$ cat config.mk
export PLATFORM = sky130hd
export DESIGN_NAME = bridge_cmd_regs
export DESIGN_NICKNAME = d
export VERILOG_FILES = /design/src/rtl/bridge_pkg.sv /design/src/rtl/bridge_cmd_decode.sv /design/src/rtl/bridge_seq.sv /design/src/rtl/bridge_reg_bank.sv /design/src/rtl/bridge_cmd_regs.sv
export SDC_FILE = /design/constraint.sdc
export NUM_CORES = 1
export LEC_CHECK = 0
export ABC_AREA = 1
export BUFFER_PORTS_ARGS = -buffer_cell sky130_fd_sc_hd__buf_2
export CORE_UTILIZATION = 35
export CTS_CLUSTER_SIZE = 8
export DETAILED_ROUTE_END_ITERATION = 10
export HOLD_SLACK_MARGIN = 0.12
export PLACE_DENSITY = 0.56
export SLEW_MARGIN = 15
export SYNTH_ARGS = -nofsm -noshare
export SYNTH_HDL_FRONTEND = slang
export SYNTH_SLANG_ARGS = --single-unit
export TNS_END_PERCENT = 20
$ cat constraint.sdc
create_clock -name clk -period 1.89 [get_ports clk]
set_input_delay 0 -clock clk [delete_from_list [all_inputs] [get_ports clk]]
set_output_delay 0 -clock clk [all_outputs]
set_load 0.005 [all_outputs]
$ cat src/rtl/bridge_pkg.sv
package bridge_pkg;

  localparam int BYTE_W = 8;
  localparam int ADDR_W = 3;

  localparam logic [ADDR_W-1:0] A_STAT = 3'd0;
  localparam logic [ADDR_W-1:0] A_CTL1 = 3'd1;
  localparam logic [ADDR_W-1:0] A_CTL2 = 3'd2;
  localparam logic [ADDR_W-1:0] A_BAUD = 3'd3;
  localparam logic [ADDR_W-1:0] A_CTL3 = 3'd4;

  localparam logic [BYTE_W-1:0] STAT_RST = 8'h0B;

  typedef enum logic [1:0] {
    ST_CMD   = 2'd0,
    ST_WDATA = 2'd1,
    ST_RESP  = 2'd2,
    ST_DROP  = 2'd3
  } bstate_t;

  typedef struct packed {
    logic              bad;
    logic              is_reg;
    logic              is_wr;
    logic [ADDR_W-1:0] addr;
  } cmd_t;

endpackage

$ cat src/rtl/bridge_cmd_decode.sv
module bridge_cmd_decode
  import bridge_pkg::*;
(
  input  logic [BYTE_W-1:0] cmd_byte,
  output cmd_t              cmd
);
  always_comb begin
    cmd.bad    = |cmd_byte[7:5];
    cmd.is_reg = cmd_byte[4];
    cmd.is_wr  = cmd_byte[3];
    cmd.addr   = cmd_byte[ADDR_W-1:0];
  end
endmodule

$ cat src/rtl/bridge_seq.sv
module bridge_seq
  import bridge_pkg::*;
(
  input  logic              clk,
  input  logic              rst_n,
  input  logic              in_valid,
  output logic              in_ready,
  input  logic [BYTE_W-1:0] in_data,
  input  cmd_t              dec,
  output logic              out_valid,
  input  logic              out_ready,
  output logic              resp_fifo,
  output logic              rd_cap,
  output logic              reg_we,
  output logic [ADDR_W-1:0] reg_waddr,
  output logic [BYTE_W-1:0] reg_wdata,
  output logic              fifo_push,
  output logic [BYTE_W-1:0] fifo_push_data,
  output logic              fifo_pop
);
  bstate_t state_q, state_d;
  cmd_t    cmd_q;
  logic    in_fire, out_fire;

  assign in_ready  = (state_q != ST_RESP);
  assign out_valid = (state_q == ST_RESP);
  assign in_fire   = in_valid && in_ready;
  assign out_fire  = out_valid && out_ready;

  always_comb begin
    state_d = state_q;
    unique case (state_q)
      ST_CMD: if (in_fire) begin
        if (dec.bad)        state_d = dec.is_wr ? ST_DROP : ST_CMD;
        else if (dec.is_wr) state_d = ST_WDATA;
        else                state_d = ST_RESP;
      end
      ST_WDATA: if (in_fire)  state_d = ST_CMD;
      ST_DROP:  if (in_fire)  state_d = ST_CMD;
      ST_RESP:  if (out_fire) state_d = ST_CMD;
      default:                state_d = ST_CMD;
    endcase
  end

  always_ff @(posedge clk) begin
    if (!rst_n) begin
      state_q <= ST_CMD;
      cmd_q   <= '0;
    end else begin
      state_q <= state_d;
      if (state_q == ST_CMD && in_fire) cmd_q <= dec;
    end
  end

  assign rd_cap         = (state_q == ST_CMD) && in_fire && !dec.bad && !dec.is_wr && dec.is_reg;
  assign reg_we         = (state_q == ST_WDATA) && in_fire && cmd_q.is_reg;
  assign reg_waddr      = cmd_q.addr;
  assign reg_wdata      = in_data;
  assign fifo_push      = (state_q == ST_WDATA) && in_fire && !cmd_q.is_reg;
  assign fifo_push_data = in_data;
  assign fifo_pop       = out_fire && !cmd_q.is_reg;
  assign resp_fifo      = !cmd_q.is_reg;


  resp_hold_chk: assert property (@(posedge clk) disable iff (!rst_n)
    (out_valid && !out_ready) |=> out_valid);


  strobe_excl_chk: assert property (@(posedge clk) disable iff (!rst_n)
    $onehot0({fifo_push, fifo_pop, reg_we}));


  bad_cmd_quiet_chk: assert property (@(posedge clk) disable iff (!rst_n)
    (state_q == ST_CMD && in_fire && dec.bad) |=> (!out_valid && !fifo_push && !reg_we));

endmodule

$ cat src/rtl/bridge_reg_bank.sv
module bridge_reg_bank
  import bridge_pkg::*;
#(
  parameter logic [BYTE_W-1:0] BAUD_RST = 8'h00
)(
  input  logic              clk,
  input  logic              rst_n,
  input  logic              we,
  input  logic [ADDR_W-1:0] waddr,
  input  logic [BYTE_W-1:0] wdata,
  input  logic [ADDR_W-1:0] raddr,
  output logic [BYTE_W-1:0] rdata,
  input  logic              status_load,
  input  logic [BYTE_W-1:0] status_flags,
  output logic [BYTE_W-1:0] ctrl1,
  output logic [BYTE_W-1:0] ctrl2,
  output logic [BYTE_W-1:0] baud_div,
  output logic              srst
);
  localparam int NCTL = 3;

  function automatic logic [BYTE_W-1:0] ctl_rst(input int idx);
    return (idx == NCTL - 1) ? BAUD_RST : '0;
  endfunction

  logic [BYTE_W-1:0] ctl_q [NCTL];
  logic [BYTE_W-1:0] status_q;
  logic              srst_q;

  for (genvar g = 0; g < NCTL; g++) begin : g_ctl
    always_ff @(posedge clk) begin
      if (!rst_n || srst_q)
        ctl_q[g] <= ctl_rst(g);
      else if (we && waddr == ADDR_W'(g + 1))
        ctl_q[g] <= wdata;
    end
  end

  always_ff @(posedge clk) begin
    if (!rst_n || srst_q) status_q <= STAT_RST;
    else if (status_load) status_q <= status_flags;
  end

  always_ff @(posedge clk) begin
    if (!rst_n) srst_q <= 1'b0;
    else        srst_q <= we && (waddr == A_CTL3) && wdata[BYTE_W-1];
  end

  always_comb begin
    case (raddr)
      A_STAT:  rdata = status_q;
      A_CTL1:  rdata = ctl_q[0];
      A_CTL2:  rdata = ctl_q[1];
      A_BAUD:  rdata = ctl_q[2];
      A_CTL3:  rdata = {srst_q, {(BYTE_W-1){1'b0}}};
      default: rdata = '0;
    endcase
  end

  assign ctrl1    = ctl_q[0];
  assign ctrl2    = ctl_q[1];
  assign baud_div = ctl_q[2];
  assign srst     = srst_q;


  srst_pulse_chk: assert property (@(posedge clk) disable iff (!rst_n)
    srst_q |=> !srst_q);


  srst_restore_chk: assert property (@(posedge clk) disable iff (!rst_n)
    srst_q |=> (ctl_q[0] == '0 && ctl_q[1] == '0 && ctl_q[2] == BAUD_RST && status_q == STAT_RST));


  status_ro_chk: assert property (@(posedge clk) disable iff (!rst_n)
    (we && waddr == A_STAT && !status_load && !srst_q) |=> $stable(status_q));

endmodule

$ cat src/rtl/bridge_cmd_regs.sv
module bridge_cmd_regs
  import bridge_pkg::*;
#(
  parameter logic [7:0] BAUD_RST = 8'h00
)(
  input  logic       clk,
  input  logic       rst_n,
  input  logic       in_valid,
  output logic       in_ready,
  input  logic [7:0] in_data,
  output logic       out_valid,
  input  logic       out_ready,
  output logic [7:0] out_data,
  output logic       fifo_push,
  output logic [7:0] fifo_push_data,
  output logic       fifo_pop,
  input  logic [7:0] fifo_rd_data,
  input  logic       status_load,
  input  logic [7:0] status_flags,
  output logic [7:0] ctrl1,
  output logic [7:0] ctrl2,
  output logic [7:0] baud_div,
  output logic       uart_soft_rst
);
  cmd_t              dec;
  logic              resp_fifo, rd_cap, reg_we;
  logic [ADDR_W-1:0] reg_waddr;
  logic [BYTE_W-1:0] reg_wdata, bank_rdata, rd_q;

  bridge_cmd_decode u_dec (
    .cmd_byte (in_data),
    .cmd      (dec)
  );

  bridge_seq u_seq (
    .clk            (clk),
    .rst_n          (rst_n),
    .in_valid       (in_valid),
    .in_ready       (in_ready),
    .in_data        (in_data),
    .dec            (dec),
    .out_valid      (out_valid),
    .out_ready      (out_ready),
    .resp_fifo      (resp_fifo),
    .rd_cap         (rd_cap),
    .reg_we         (reg_we),
    .reg_waddr      (reg_waddr),
    .reg_wdata      (reg_wdata),
    .fifo_push      (fifo_push),
    .fifo_push_data (fifo_push_data),
    .fifo_pop       (fifo_pop)
  );

  bridge_reg_bank #(.BAUD_RST(BAUD_RST)) u_bank (
    .clk          (clk),
    .rst_n        (rst_n),
    .we           (reg_we),
    .waddr        (reg_waddr),
    .wdata        (reg_wdata),
    .raddr        (dec.addr),
    .rdata        (bank_rdata),
    .status_load  (status_load),
    .status_flags (status_flags),
    .ctrl1        (ctrl1),
    .ctrl2        (ctrl2),
    .baud_div     (baud_div),
    .srst         (uart_soft_rst)
  );

  always_ff @(posedge clk) begin
    if (!rst_n)      rd_q <= '0;
    else if (rd_cap) rd_q <= bank_rdata;
  end

  assign out_data = resp_fifo ? fifo_rd_data : rd_q;


  stall_data_chk: assert property (@(posedge clk) disable iff (!rst_n)
    (out_valid && !out_ready && !resp_fifo) |=> $stable(out_data));

endmodule

==> results.json <==
{
  "num_antenna_cells": 0,
  "area.growth.synth_to_final_pct": 31.04,
  "fin_crit_ps": 1709,
  "numCtsBuffers": 5,
  "worst_ep_required_time_ps": 2080,
  "fin_worst_skew_ps": 6.480,
  "cp-startpoint": "status_flags[0]",
  "ys_seq_area_share_pct": 51.50,
  "ys_ff_latch": 47,
  "cap_violations": 0,
  "dr.pass1.iters": 4,
  "nets": 387,
  "synth.yosys.warnings": 0,
  "drt_first_iter_violations": 117,
  "clkLatencyLatePin_ps": 290,
  "fillCellCount": 619,
  "slew_viol_final": 0,
  "drive_above_1_share_pct": 27.86,
  "peakVddDrop_mv": 0.2292,
  "final_cell_mix": "buf_2 (73), nand2_1 (66), nand4_1 (32)",
  "synthDistinctLibCells": 25,
  "grt_overflow_total": 0,
  "crit_path_top_delay_cell": "dlygate4sd3_1",
  "cts_tree": "built",
  "critPathMaxFanout": 1,
  "slew_headroom_pct": 71.59,
  "hold_violations": 0,
  "num_io_pins": 74,
  "start_kind": "input port",
  "fmax_mhz": 585.2,
  "worstHoldStart": "in_data[6]",
  "drc": 0,
  "rows": 29,
  "die_y_um": 82.95,
  "critPathBufInv": 4,
  "clockBufferDepth": 2,
  "die_w_um": 82.95,
  "synth_nets": 297,
  "io_buffers": 73,
  "crit_top_cell": "dlygate4sd3_1",
  "cts_setup_buffers": 0,
  "hold_path_class": "in -> reg",
  "final_common_cell": "buf_2",
  "hold_buffers": 25,
  "outcome": "complete, no violations",
  "cpPeakStageDelay_ps": 570,
  "final_util_pct": 47.33,
  "postRouteAntennaNets": 0,
  "r2r-start": "u_bank.srst",
  "leakage_nw": 1.312,
  "syn_avg_cell_area_um2": 8.558,
  "power.density_mw_per_mm2": 670.3,
  "numClockSinks": 47,
  "dp_hpwl_mm": 4.349,
  "grt_pass1_vias": 1966,
  "crit_type": "in -> reg",
  "clockRootBuffer": "clkbuf_8",
  "clk_pin_slew_ps": 90,
  "worstPathCellList": "dlygate4sd3_1, buf_2, nand2_1, dlygate4sd3_1, nand3_1, dlygate4sd3_1",
  "finalSetupViolations": 0,
  "worst-slew-pin-transition_ps": 425.6,
  "grt_max_degree": 37,
  "syn_inst": 268,
  "viasPerCell": 4.853,
  "core_mm2": 0.006350,
  "cts-htree-levels": 2,
  "wire_per_inst_um": 13.88,
  "vias": 2116,
  "rsz0062_at_grt": "false",
  "routed_wl_mm": 6.053,
  "cp.arrival_ps": 1890,
  "endpoint_kind": "flop",
  "synth_area_mm2": 0.002293,
  "cpLargestDelayFamily": "buffers and inverters",
  "rrSetupSlack_ps": 400,
  "final.period_utilization_pct": 90.41,
  "antenna_found_initial": 0,
  "die_area_mm2": 0.006881,
  "place.gp.congestion": 0.7597,
  "fin_setup_tns_ps": 0,
  "initial_utilization_pct": 36.12,
  "grt_pass1_wl_mm": 9.528,
  "grt_usage_pct": 17.59,
  "post_cts_resized": 0
}
layer usage:
metal / GRT usage (%) / vias up / part of all wire, %
met5: 0 / - / 0
li1: - / 1088 / -
met4: 5.643 / 0 / 1.2
met2: 27.65 / 57 / 47
met1: 24.19 / 967 / 47
met3: 3.777 / 4 / 4.7
power by group:
part           internal, W  total [W]  switching [W]  leakage (nW)
Clock             0.000251   0.000573       0.000322        0.0392
Combinational     0.000135   0.000303       0.000168         0.837
Sequential         0.00111    0.00114      0.0000306         0.436
tightest hold or removal path, delay by kind of cell:
family	cells	cell delay, ps
AND/OR/NAND/NOR	1	100
buffers and inverters	2	220
synth_stat cells (all sizes together):
library cell | number | share of area [%]
nand2 | 69 | 12
nand4 | 33 | 9.3
nor2 | 30 | 6.3
edfxtp | 24 | 31
dfxtp | 23 | 20
a21oi | 19 | 4.1
inv | 19 | 3.1
buf | 18 | 5.1
nand3 | 13 | 2.8
nor4 | 4 | 1.9
clkbuf | 3 | 0.49
nor3 | 3 | 1.1
o21ai | 3 | 0.65
or2 | 3 | 0.82
and2 | 1 | 0.27
clkinv | 1 | 0.16
o211ai | 1 | 0.33
xor2 | 1 | 0.38
final cells by class:
cell class,count,area [µm²],share of cell area (%)
inverter,20,75.07,2.498
sequential,47,1181,39.30
multi-input combinational,180,908.4,30.22
clock buffer,5,68.82,2.290
clock inverter,3,15.01,0.4996
timing repair buffer,104,660.6,21.98
tap,77,96.34,3.206
cells by family after synthesis:
logic type             Yosys count  share of synthesized area [%]
AND/OR/NAND/NOR                156                          34.10
flip-flops                      47                          51.50
buffers and inverters           41                          8.892
AO/OA/AOI/OAI                   23                          5.128
XOR/XNOR                         1                         0.3820
path summary, 6_finish.rpt:
kind | end | depth (start not counted)
worst max-delay path | u_bank.status_q[0] | 6
worst min-delay path | u_bank.ctl_q[2][6] | 3
worst max register to register | u_bank.ctl_q[2][2] | 3
worst min register to register | rd_q[7] | 2
state kept, by name, summed over array words and instances, names as in the netlist:
register and count:
rd_q 8, u_bank.srst 1, u_seq.cmd_q 1, u_seq.reg_waddr 3
u_bank.status_q 8, u_seq.state_q 2, u_bank.ctl_q 24
stage by stage:
stage | cells | worst slack, ps | hold WS (ps) | cell area (µm²) | power (W)
final | 436 | 181.2 | 134.8 | 3005 | 0.002014
after global routing | 436 | 133.7 | 146.0 | 3005 | 0.002117
after CTS | 436 | 208.6 | 124.4 | 3005 | 0.002037
after detailed placement | 403 | 386.9 | 216.9 | 2671 | 0.001424
after global placement | 403 | 431.4 | 211.2 | 2671 | 0.001423
after floorplan | 268 | 566.4 | 80.82 | 2293 | 0.001315
Note: power is estimated with default switching activity, not from simulation.
